--- src/rtl/gpio_mask_pkg.sv ---
package gpio_mask_pkg;
  // Strobes from the bus control to the datapath, valid for one access.
  typedef struct packed {
    logic dataWr;
    logic dataRd;
    logic dirWr;
    logic dirRd;
  } gpioStrobe_t;
endpackage

--- src/rtl/gpio_bus_ctrl.sv ---
module gpio_bus_ctrl
  import gpio_mask_pkg::*;
#(
  parameter int PIN_COUNT = 8,
  parameter int ADDR_W    = 12,
  parameter int DIR_OFFS  = 'h400
) (
  input  logic                 clk,
  input  logic                 rstN,
  input  logic                 psel,
  input  logic                 penable,
  input  logic                 pwrite,
  input  logic [ADDR_W-1:0]    paddr,
  output gpioStrobe_t          strb,
  output logic [PIN_COUNT-1:0] mask
);
  // Data window spans one word per mask value.
  localparam logic [ADDR_W-1:0] DATA_END = ADDR_W'(4 << PIN_COUNT);
  localparam logic [ADDR_W-1:0] DIR_ADDR = ADDR_W'(DIR_OFFS);

  logic dataHit;
  logic dirHit;
  logic accessWr;
  logic anyRd;

  assign dataHit  = paddr < DATA_END;
  assign dirHit   = paddr[ADDR_W-1:2] == DIR_ADDR[ADDR_W-1:2];
  assign accessWr = psel && penable && pwrite;
  assign anyRd    = psel && !pwrite;

  // Mask bit n comes from address bit n+2.
  assign mask = paddr[PIN_COUNT+1:2];

  always_comb begin
    strb        = '0;
    strb.dataWr = accessWr && dataHit;
    strb.dirWr  = accessWr && dirHit;
    strb.dataRd = anyRd && dataHit;
    strb.dirRd  = anyRd && dirHit;
  end

  // at most one register is touched per cycle.
  p_one_strobe_r8: assert property (@(posedge clk) disable iff (!rstN)
    $onehot0({strb.dataWr, strb.dirWr, strb.dataRd, strb.dirRd}));

  // a write far above the data window and direction word never strobes.
  p_stray_write_r8: assert property (@(posedge clk) disable iff (!rstN)
    (accessWr && paddr[ADDR_W-1:PIN_COUNT+3] != '0) |-> !(strb.dataWr || strb.dirWr));
endmodule

--- src/rtl/gpio_in_sync.sv ---
module gpio_in_sync #(
  parameter int WIDTH  = 8,
  parameter int STAGES = 2
) (
  input  logic             clk,
  input  logic             rstN,
  input  logic [WIDTH-1:0] rawIn,
  output logic [WIDTH-1:0] syncOut
);
  logic [WIDTH-1:0] stage [STAGES];

  always_ff @(posedge clk or negedge rstN) begin
    if (!rstN) stage[0] <= '0;
    else       stage[0] <= rawIn;
  end

  for (genvar s = 1; s < STAGES; s++) begin : g_stage
    always_ff @(posedge clk or negedge rstN) begin
      if (!rstN) stage[s] <= '0;
      else       stage[s] <= stage[s-1];
    end
  end

  assign syncOut = stage[STAGES-1];
endmodule

--- src/rtl/gpio_datapath.sv ---
module gpio_datapath
  import gpio_mask_pkg::*;
#(
  parameter int PIN_COUNT = 8,
  parameter int SYNC_DEPTH = 2
) (
  input  logic                 clk,
  input  logic                 rstN,
  input  gpioStrobe_t          strb,
  input  logic [PIN_COUNT-1:0] mask,
  input  logic [PIN_COUNT-1:0] wrData,
  input  logic [PIN_COUNT-1:0] padIn,
  output logic [PIN_COUNT-1:0] rdData,
  output logic [PIN_COUNT-1:0] pinOut,
  output logic [PIN_COUNT-1:0] pinOe
);
  logic [PIN_COUNT-1:0] outReg;
  logic [PIN_COUNT-1:0] dirReg;
  logic [PIN_COUNT-1:0] padSync;
  logic [PIN_COUNT-1:0] readSrc;

  gpio_in_sync #(.WIDTH(PIN_COUNT), .STAGES(SYNC_DEPTH)) i_sync (
    .clk    (clk),
    .rstN   (rstN),
    .rawIn  (padIn),
    .syncOut(padSync)
  );

  // Per-pin storage and read source selection.
  for (genvar i = 0; i < PIN_COUNT; i++) begin : g_pin
    always_ff @(posedge clk or negedge rstN) begin
      if (!rstN) begin
        outReg[i] <= 1'b0;
        dirReg[i] <= 1'b0;
      end else begin
        if (strb.dataWr && mask[i]) outReg[i] <= wrData[i];
        if (strb.dirWr)             dirReg[i] <= wrData[i];
      end
    end
    assign readSrc[i] = dirReg[i] ? outReg[i] : padSync[i];
  end

  always_comb begin
    rdData = '0;
    if (strb.dataRd)     rdData = readSrc & mask;
    else if (strb.dirRd) rdData = dirReg;
  end

  assign pinOut = outReg;
  assign pinOe  = dirReg;

  // selected pins take the written value.
  p_masked_take_r3: assert property (@(posedge clk) disable iff (!rstN)
    strb.dataWr |=> ((pinOut ^ $past(wrData)) & $past(mask)) == '0);

  // unselected pins keep their value across a data write.
  p_unmasked_hold_r4: assert property (@(posedge clk) disable iff (!rstN)
    strb.dataWr |=> ((pinOut ^ $past(pinOut)) & ~$past(mask)) == '0);

  // output enables follow a direction write.
  p_oe_follow_r5: assert property (@(posedge clk) disable iff (!rstN)
    strb.dirWr |=> pinOe == $past(wrData));

  // without a write strobe no register moves.
  p_idle_stable_r8: assert property (@(posedge clk) disable iff (!rstN)
    !(strb.dataWr || strb.dirWr) |=> ($stable(pinOut) && $stable(pinOe)));

  // unmasked pins read as zero.
  p_read_zero_r2: assert property (@(posedge clk) disable iff (!rstN)
    strb.dataRd |-> (rdData & ~mask) == '0);
endmodule

--- src/rtl/apb_masked_gpio.sv ---
module apb_masked_gpio
  import gpio_mask_pkg::*;
#(
  parameter int PIN_COUNT  = 8,
  parameter int ADDR_W     = 12,
  parameter int DIR_OFFS   = 'h400,
  parameter int SYNC_DEPTH = 2
) (
  input  logic                 clk,
  input  logic                 rstN,
  input  logic                 psel,
  input  logic                 penable,
  input  logic                 pwrite,
  input  logic [ADDR_W-1:0]    paddr,
  input  logic [PIN_COUNT-1:0] pwdata,
  output logic [PIN_COUNT-1:0] prdata,
  output logic                 pready,
  output logic                 pslverr,
  input  logic [PIN_COUNT-1:0] padIn,
  output logic [PIN_COUNT-1:0] pinOut,
  output logic [PIN_COUNT-1:0] pinOe
);
  gpioStrobe_t          strb;
  logic [PIN_COUNT-1:0] mask;

  gpio_bus_ctrl #(.PIN_COUNT(PIN_COUNT), .ADDR_W(ADDR_W), .DIR_OFFS(DIR_OFFS)) i_ctrl (
    .clk    (clk),
    .rstN   (rstN),
    .psel   (psel),
    .penable(penable),
    .pwrite (pwrite),
    .paddr  (paddr),
    .strb   (strb),
    .mask   (mask)
  );

  gpio_datapath #(.PIN_COUNT(PIN_COUNT), .SYNC_DEPTH(SYNC_DEPTH)) i_dp (
    .clk   (clk),
    .rstN  (rstN),
    .strb  (strb),
    .mask  (mask),
    .wrData(pwdata),
    .padIn (padIn),
    .rdData(prdata),
    .pinOut(pinOut),
    .pinOe (pinOe)
  );

  // zero-wait, never an error.
  assign pready  = 1'b1;
  assign pslverr = 1'b0;
endmodule

--- config.mk ---
export PLATFORM = sky130hd
export DESIGN_NAME = apb_masked_gpio
export DESIGN_NICKNAME = d
export VERILOG_FILES = /design/src/rtl/gpio_mask_pkg.sv /design/src/rtl/gpio_bus_ctrl.sv /design/src/rtl/gpio_in_sync.sv /design/src/rtl/gpio_datapath.sv /design/src/rtl/apb_masked_gpio.sv
export SDC_FILE = /design/constraint.sdc
export NUM_CORES = 1
export LEC_CHECK = 0
export BUFFER_PORTS_ARGS = -buffer_cell sky130_fd_sc_hd__buf_2
export CAP_MARGIN = 40
export CORE_MARGIN = 4
export CORE_UTILIZATION = 41
export DETAILED_ROUTE_END_ITERATION = 12
export PLACE_DENSITY = 0.72
export SLEW_MARGIN = 20
export SYNTH_ARGS = -nofsm -noshare
export SYNTH_HDL_FRONTEND = slang
export SYNTH_SLANG_ARGS = --single-unit
--- constraint.sdc ---
create_clock -name clk -period 0.85 [get_ports clk]
set_input_delay 0 -clock clk [delete_from_list [all_inputs] [get_ports clk]]
set_output_delay 0 -clock clk [all_outputs]
set_load 0.03 [all_outputs]
# Word-level counts from Yosys, hierarchy flattened
# Cells that the tools add are included.
# word_totals
regBits	32
latch_bits	0
ramBits	0
romBits	0
input_bits	33
wordCells	47
memories	0
# classes
add_sub_neg	0
mul	0
n_div	0
order_cmp	1
n_eq_ne	1
shift	0
mux	10
n_bitwise	1
reduce_logical	16
# op_table
cell	n
8-bit two-way mux	2
1-bit logical AND	15
12-bit by 11-bit < comparator with 1-bit output (second input constant)	1
10-bit by 9-bit == test with 1-bit output (second input constant)	1
8-bit bitwise AND	1
1-bit two-way mux	8
1-bit logical NOT	1

# Depth between registers and ports, before layout
# Gate-level depths: netlist of the first run.
# logic_depth
word_depth	5
ltp_mapped	5
mapped_depth_nobuf	4

# By module
# A second synthesis of the first run with hierarchy kept.
# unflattened
hier_cells	108
hier_area_um2	1413.9
# by_module_without_submodules
module	n_inst	cells_each	area_per_inst_um2
gpio_datapath	1	63	813.3
gpio_in_sync	1	24	460.4
gpio_bus_ctrl	1	17	117.6
apb_masked_gpio	1	4	22.5

# Least setup slack after synthesis of the first run
# No wires, ideal clock.
# synth_timing
path_kind	input to output
start	input paddr[11]
end	output prdata[4]
arrival_time_ns	1.510
required_ns	0.850
path_slack_ns	-0.660
stages	4
path_cell_list	or4b_1 -> nor3_2 -> nand3_1 -> o21ai_0
# synth_via
elab_chain_cells	4
word_cells_on_any_way	6
cone_classes	order compare (1); eq/ne (1); mux (2); reduce/logical (2)
# synth_rtl
element	line	text
from (decl)	apb_masked_gpio.sv:14	input logic [ADDR_W-1:0] paddr,
branches (longest 3 deep; another with 12-bit by 11-bit < comparator with 1-bit output)	--	
8-bit two-way mux (*)	gpio_datapath.sv:45	if (strb.dataRd) rdData = readSrc & mask;
to (decl)	apb_masked_gpio.sv:16	output logic [PIN_COUNT-1:0] prdata,
# Mark *: on every way between the ends.

# Final worst setup path of the first run
# layout_timing
start	input paddr[5]
end	output prdata[3]
# Same word-level chain as after synthesis.

==> results of run 1 <==
routing by layer:
layer  vias up  global-route usage  part of all wire
met1       609              0.2334              0.40
li1        574                   -                 -
met5         -                   0                 0
met3        10             0.05719             0.043
met2        38              0.3665              0.54
met4         0              0.1055             0.016
how the worst max path moves through the flow:
stage | end | slack [ps] | from
2_1_floorplan | i_dp.pinOe[0] | -570 | paddr[11]
3_3_place_gp | i_dp.pinOe[5] | -700 | paddr[11]
3_5_place_dp | i_dp.pinOe[4] | -730 | paddr[11]
4_1_cts | prdata[3] | -640 | paddr[4]
5_1_grt | prdata[4] | -620 | paddr[5]
6_report | prdata[3] | -560 | paddr[5]
cell usage after synthesis, drive strengths merged:
cell / number
and2: 1
and3: 2
buf: 3
clkbuf: 2
conb: 2
dfrtp: 32
inv: 8
mux2: 20
nand2: 8
nand2b: 1
nand3: 6
nand4: 8
nor2: 2
nor3: 2
nor4: 1
o211ai: 4
o21ai: 4
or4b: 1
timing repair:
item | in CTS | in global routing
buffers inserted | 0 | 5
setup endpoints to repair | 36 | 36
endpoints found under the hold margin | 56 | 0
pin swaps | 4 | 5
cloned | 0 | 0
resized for setup | 62 | 7
hold buffers | 17 | 0
layout make-up:
type | instances | area share
flip-flops and latches | 32 | 0.3395
clock buffers | 8 | 0.02478
diodes | 1 | 0.001054
inverters | 8 | 0.01265
repair buffers | 98 | 0.3558
well taps | 44 | 0.02319
multi-input cells | 62 | 0.2430
flip-flops by register name (all words and copies together) (netlist names):
register / flops
i_dp.pinOe: 8
i_dp.i_sync.syncOut: 8
i_dp.i_sync.stage: 8
i_dp.pinOut: 8
worst min-delay path: stages:
cell and delay [ps]:
buf_6 70, buf_4 110, nand2_2 50, mux2_4 180
report_power, final:
| part | internal, mW | switching (mW) | total (mW) | leakage [nW] |
|---|---|---|---|---|
| Clock | 0.408 | 0.497 | 0.905 | 0.0326 |
| Sequential | 1.64 | 0.0785 | 1.72 | 0.395 |
| Combinational | 0.485 | 0.388 | 0.873 | 0.695 |
logic make-up after synthesis:
group | share of synthesized area
other | 0.005684
AND/OR/NAND/NOR | 0.1316
buffers and inverters | 0.04829
flip-flops | 0.6061
multiplexers | 0.1705
AO/OA/AOI/OAI | 0.03788
==> out/metrics.cfg, run 1 <==
[logic_synthesis]
ys_ff_latch = 32
ys_types = 20
syn_area_per_cell_um2 = 12.35
synthTopCellsByArea = dfrtp_1, mux2_2, nand4_1
ys_warn_count = 0
synth_top_cell_area_share = 0.6061
seq_area_frac_synth = 0.6061
synth_top_area_cell = dfrtp_1
syn_nets = 140
synth_area_um2 = 1321
syn_inst = 107

[grt]
grt_max_degree = 33
grt_pass1_wl_mm = 6.637
antenna_found_initial = 0
grt_overflow = 0
track_usage = 0.2102
grt_pass1_vias = 1382

[clock_tree]
htree_levels = 2
cts_made_buffers = 5
tritoncts = yes
clk_path_buf_depth = 2
cts_root_buffer = clkbuf_4
cts.sinks = 32
clk_latency_ps = 320
clkTransAtPathRegs_ps = 100

[placed_design]
port_buffers = 54
place_hpwl_mm = 2.585
post-place-ws_ps = -733.8
dp_cells = 226
place_congestion = 0.7966
dpl_cell_area_um2 = 1902

[drt]
via_count = 1231
drtIter0Drc = 43
ant_nets = 0
wl_per_cell_um = 15.67
drt_first_pass_iters = 4
finalWirelength_mm = 3.964
drc = 0
via_per_inst = 4.866

[critical_path]
critPathRequiredTime_ps = 850
r2r-start = i_dp.pinOe[7]
cpMostUsedCell = buf_6
critPathArrivalTime_ps = 1410
r2r_slack_ps = -70
critPathBufInv = 3
worstRegToRegCells = 2
crit_slowest_cell = or4b_4
cp_max_fo = 4
worstSetupStartpointType = primary input
max_stage_delay_ps = 540
path_cells = buf_6 -> or4b_4 -> nor3_4 -> buf_6 -> nand3_4 -> o211ai_1 -> buf_4
cp_top_family = simple AND/OR/NAND/NOR gates
cp-end-kind = primary output
critical_path_cell_count = 7
crit_type = in2out
worstReg2RegEnd = i_dp.pinOe[7]

[layout]
stdcell_count = 253
layout_common_cells = buf_6, dfrtp_1, buf_2
multi_input_area_um2 = 576.8
utilization = 0.7711
final_cell_area_um2 = 2374
area_growth_syn_to_layout_pct = 79.64
fillers = 183
nets = 240
regArea_um2 = 805.8
drive_gt1_frac = 0.6250
final_common_cell = buf_6

[floorplan]
initial_utilization = 0.4293
die_w_um = 64.77
ios = 59
num_rows = 20
dieArea_um2 = 4195
die_y_um = 64.77
coreArea_um2 = 3078

[timing]
finalSetupViolations = 36
rsz0062_at_grt = true
post-route-period-util = 1.663
drv_slew = 0
fin_ws_ps = -563.9
hold_violations = 0
fin_setup_tns_ps = -9328
fmax_ghz = 0.7073
finClkSkew_ps = 2.642
holdWs_ps = 109.5
fin_crit_ps = 1414

[pwr]
p_leak_nw = 1.123
power_density_nw_per_um2 = 1475
peakVddDrop_uv = 1175
total_power_mw = 3.500

[worst_hold_path]
hp-start = paddr[5]
hold_end = i_dp.pinOut[3]
holdPathStages = 4
hold_class = in2reg

[status]
violations = setup timing
status = complete, but fails checks

[job]
cap_violations = 0

No activity file was read; power rests on OpenSTA's default activity.
==> inputs of run 2 (changes only) <==
==> constraint.sdc (replaced) <==
create_clock -name clk -period 0.85 [get_ports clk]
set_input_delay 0.0425 -clock clk [delete_from_list [all_inputs] [get_ports clk]]
set_output_delay 0.0425 -clock clk [all_outputs]
set_load 0.03 [all_outputs]
==> out/metrics.cfg, run 2 (synthesized netlist as in run 1, its figures left out) <==
[grt]
grt_pass1_wl_mm = 6.396
grt_max_degree = 21
grt_pass1_vias = 1394
grt_overflow = 0
track_usage = 0.2011
antenna_found_initial = 0

[layout]
final_common_cell = buf_6
nets = 244
layout_common_cells = buf_6, dfrtp_1, buf_2
n_antenna_cell = 0
drive_gt1_frac = 0.6179
area_growth_syn_to_layout_pct = 82.67
stdcell_count = 256
final_cell_area_um2 = 2414
fillers = 183
utilization = 0.7841

[timing]
fin_ws_ps = -654.9
holdWs_ps = 129.6
drv_slew = 0
fmax_ghz = 0.6645
hold_violations = 0
fin_crit_ps = 1505
rsz0062_at_grt = true
finClkSkew_ps = 2.920
post-route-period-util = 1.771
finalSetupViolations = 37

[critical_path]
startpoint = paddr[5]
r2r_slack_ps = -160
cp_max_fo = 4
cp_top_family = simple AND/OR/NAND/NOR gates
path_cells = buf_6 -> or4b_4 -> nor3_4 -> buf_6 -> nand3_4 -> o211ai_1 -> buf_4
cpMostUsedCell = buf_6
critPathRequiredTime_ps = 810
crit_end = prdata[2]
critPathBufInv = 3
crit_slowest_cell = or4b_4
max_stage_delay_ps = 540
crit_type = in2out
worstRegToRegCells = 3
critPathArrivalTime_ps = 1460
critical_path_cell_count = 7
worstSetupStartpointType = primary input
worstReg2RegEnd = i_dp.pinOe[1]
cp-end-kind = primary output
r2r-start = i_dp.pinOe[1]

[clock_tree]
htree_levels = 2
cts_root_buffer = clkbuf_4
cts_made_buffers = 5
clk_latency_ps = 340
clk_path_buf_depth = 2
clkTransAtPathRegs_ps = 100
cts.sinks = 32
tritoncts = yes

[placed_design]
port_buffers = 54
dpl_cell_area_um2 = 1897
place_hpwl_mm = 2.581
dp_cells = 227
place_congestion = 0.8493

[floorplan]
die_y_um = 64.77
coreArea_um2 = 3078
die_w_um = 64.77
initial_utilization = 0.4293
dieArea_um2 = 4195
ios = 59
num_rows = 20

[drt]
ant_nets = 0
via_per_inst = 4.773
drc = 0
drtIter0Drc = 48
drt_first_pass_iters = 4
wl_per_cell_um = 14.89
finalWirelength_mm = 3.812
via_count = 1222

[worst_hold_path]
hold_class = in2async

[pwr]
peakVddDrop_uv = 1564
power_density_nw_per_um2 = 1543
p_leak_nw = 1.159

[job]
cap_violations = 0

[status]
status = complete, but fails checks
violations = setup timing

-- run 2: what timing repair did --
item                                    in CTS  in global routing
resized for setup                           57                 15
hold buffers                                17                  0
setup buffers                                1                  9
endpoints found under the setup margin      36                 40
endpoints found under the hold margin       56                  0
pin swaps                                    4                  5
-- run 2: power by group --
group | internal, mW | total [mW] | leakage [nW] | switching [mW]
registers | 1.64 | 1.71 | 0.400 | 0.0770
logic | 0.485 | 0.878 | 0.716 | 0.393
clock network | 0.616 | 1.13 | 0.0422 | 0.517
-- run 2: final cells by class --
class,count,area (um^2),share of cell area
clock buffers,6,41.29,0.01711
clock inverters,2,35.03,0.01452
inverters,8,30.03,0.01244
multi-input cells,62,576.8,0.2390
flip-flops and latches,32,800.8,0.3318
well taps,44,55.05,0.02281
repair buffers,102,874.6,0.3624
-- run 2: worst min path at each step --
stage | endpoint | depth (start not counted) | from | slack (ps)
final | i_dp.i_sync.syncOut[3] | 2 | rstN | 130
after global routing | i_dp.i_sync.stage[11] | 2 | rstN | 140
after CTS | i_dp.pinOe[4] | 2 | rstN | 130
after detailed placement | i_dp.pinOe[4] | 1 | rstN | -40
after global placement | i_dp.pinOe[4] | 1 | rstN | -40
after floorplan | i_dp.i_sync.stage[10] | 0 | rstN | -250
-- run 2: metrics by stage --
stage                     setup slack [ps]  total power, mW  TNS [ps]
after floorplan                     -616.0            2.051    -10230
after global routing                -708.8            3.905    -12910
after global placement              -767.1            2.368    -14200
final                               -654.9            3.724    -11100
after detailed placement            -802.5            2.393    -15010
after CTS                           -692.8            3.731    -11960
-- run 2: layer usage --
metal	share of wire	GRT usage
met5	0	0
met4	0.038	0.07388
met3	0.049	0.06066
met2	0.53	0.3653
met1	0.38	0.2182
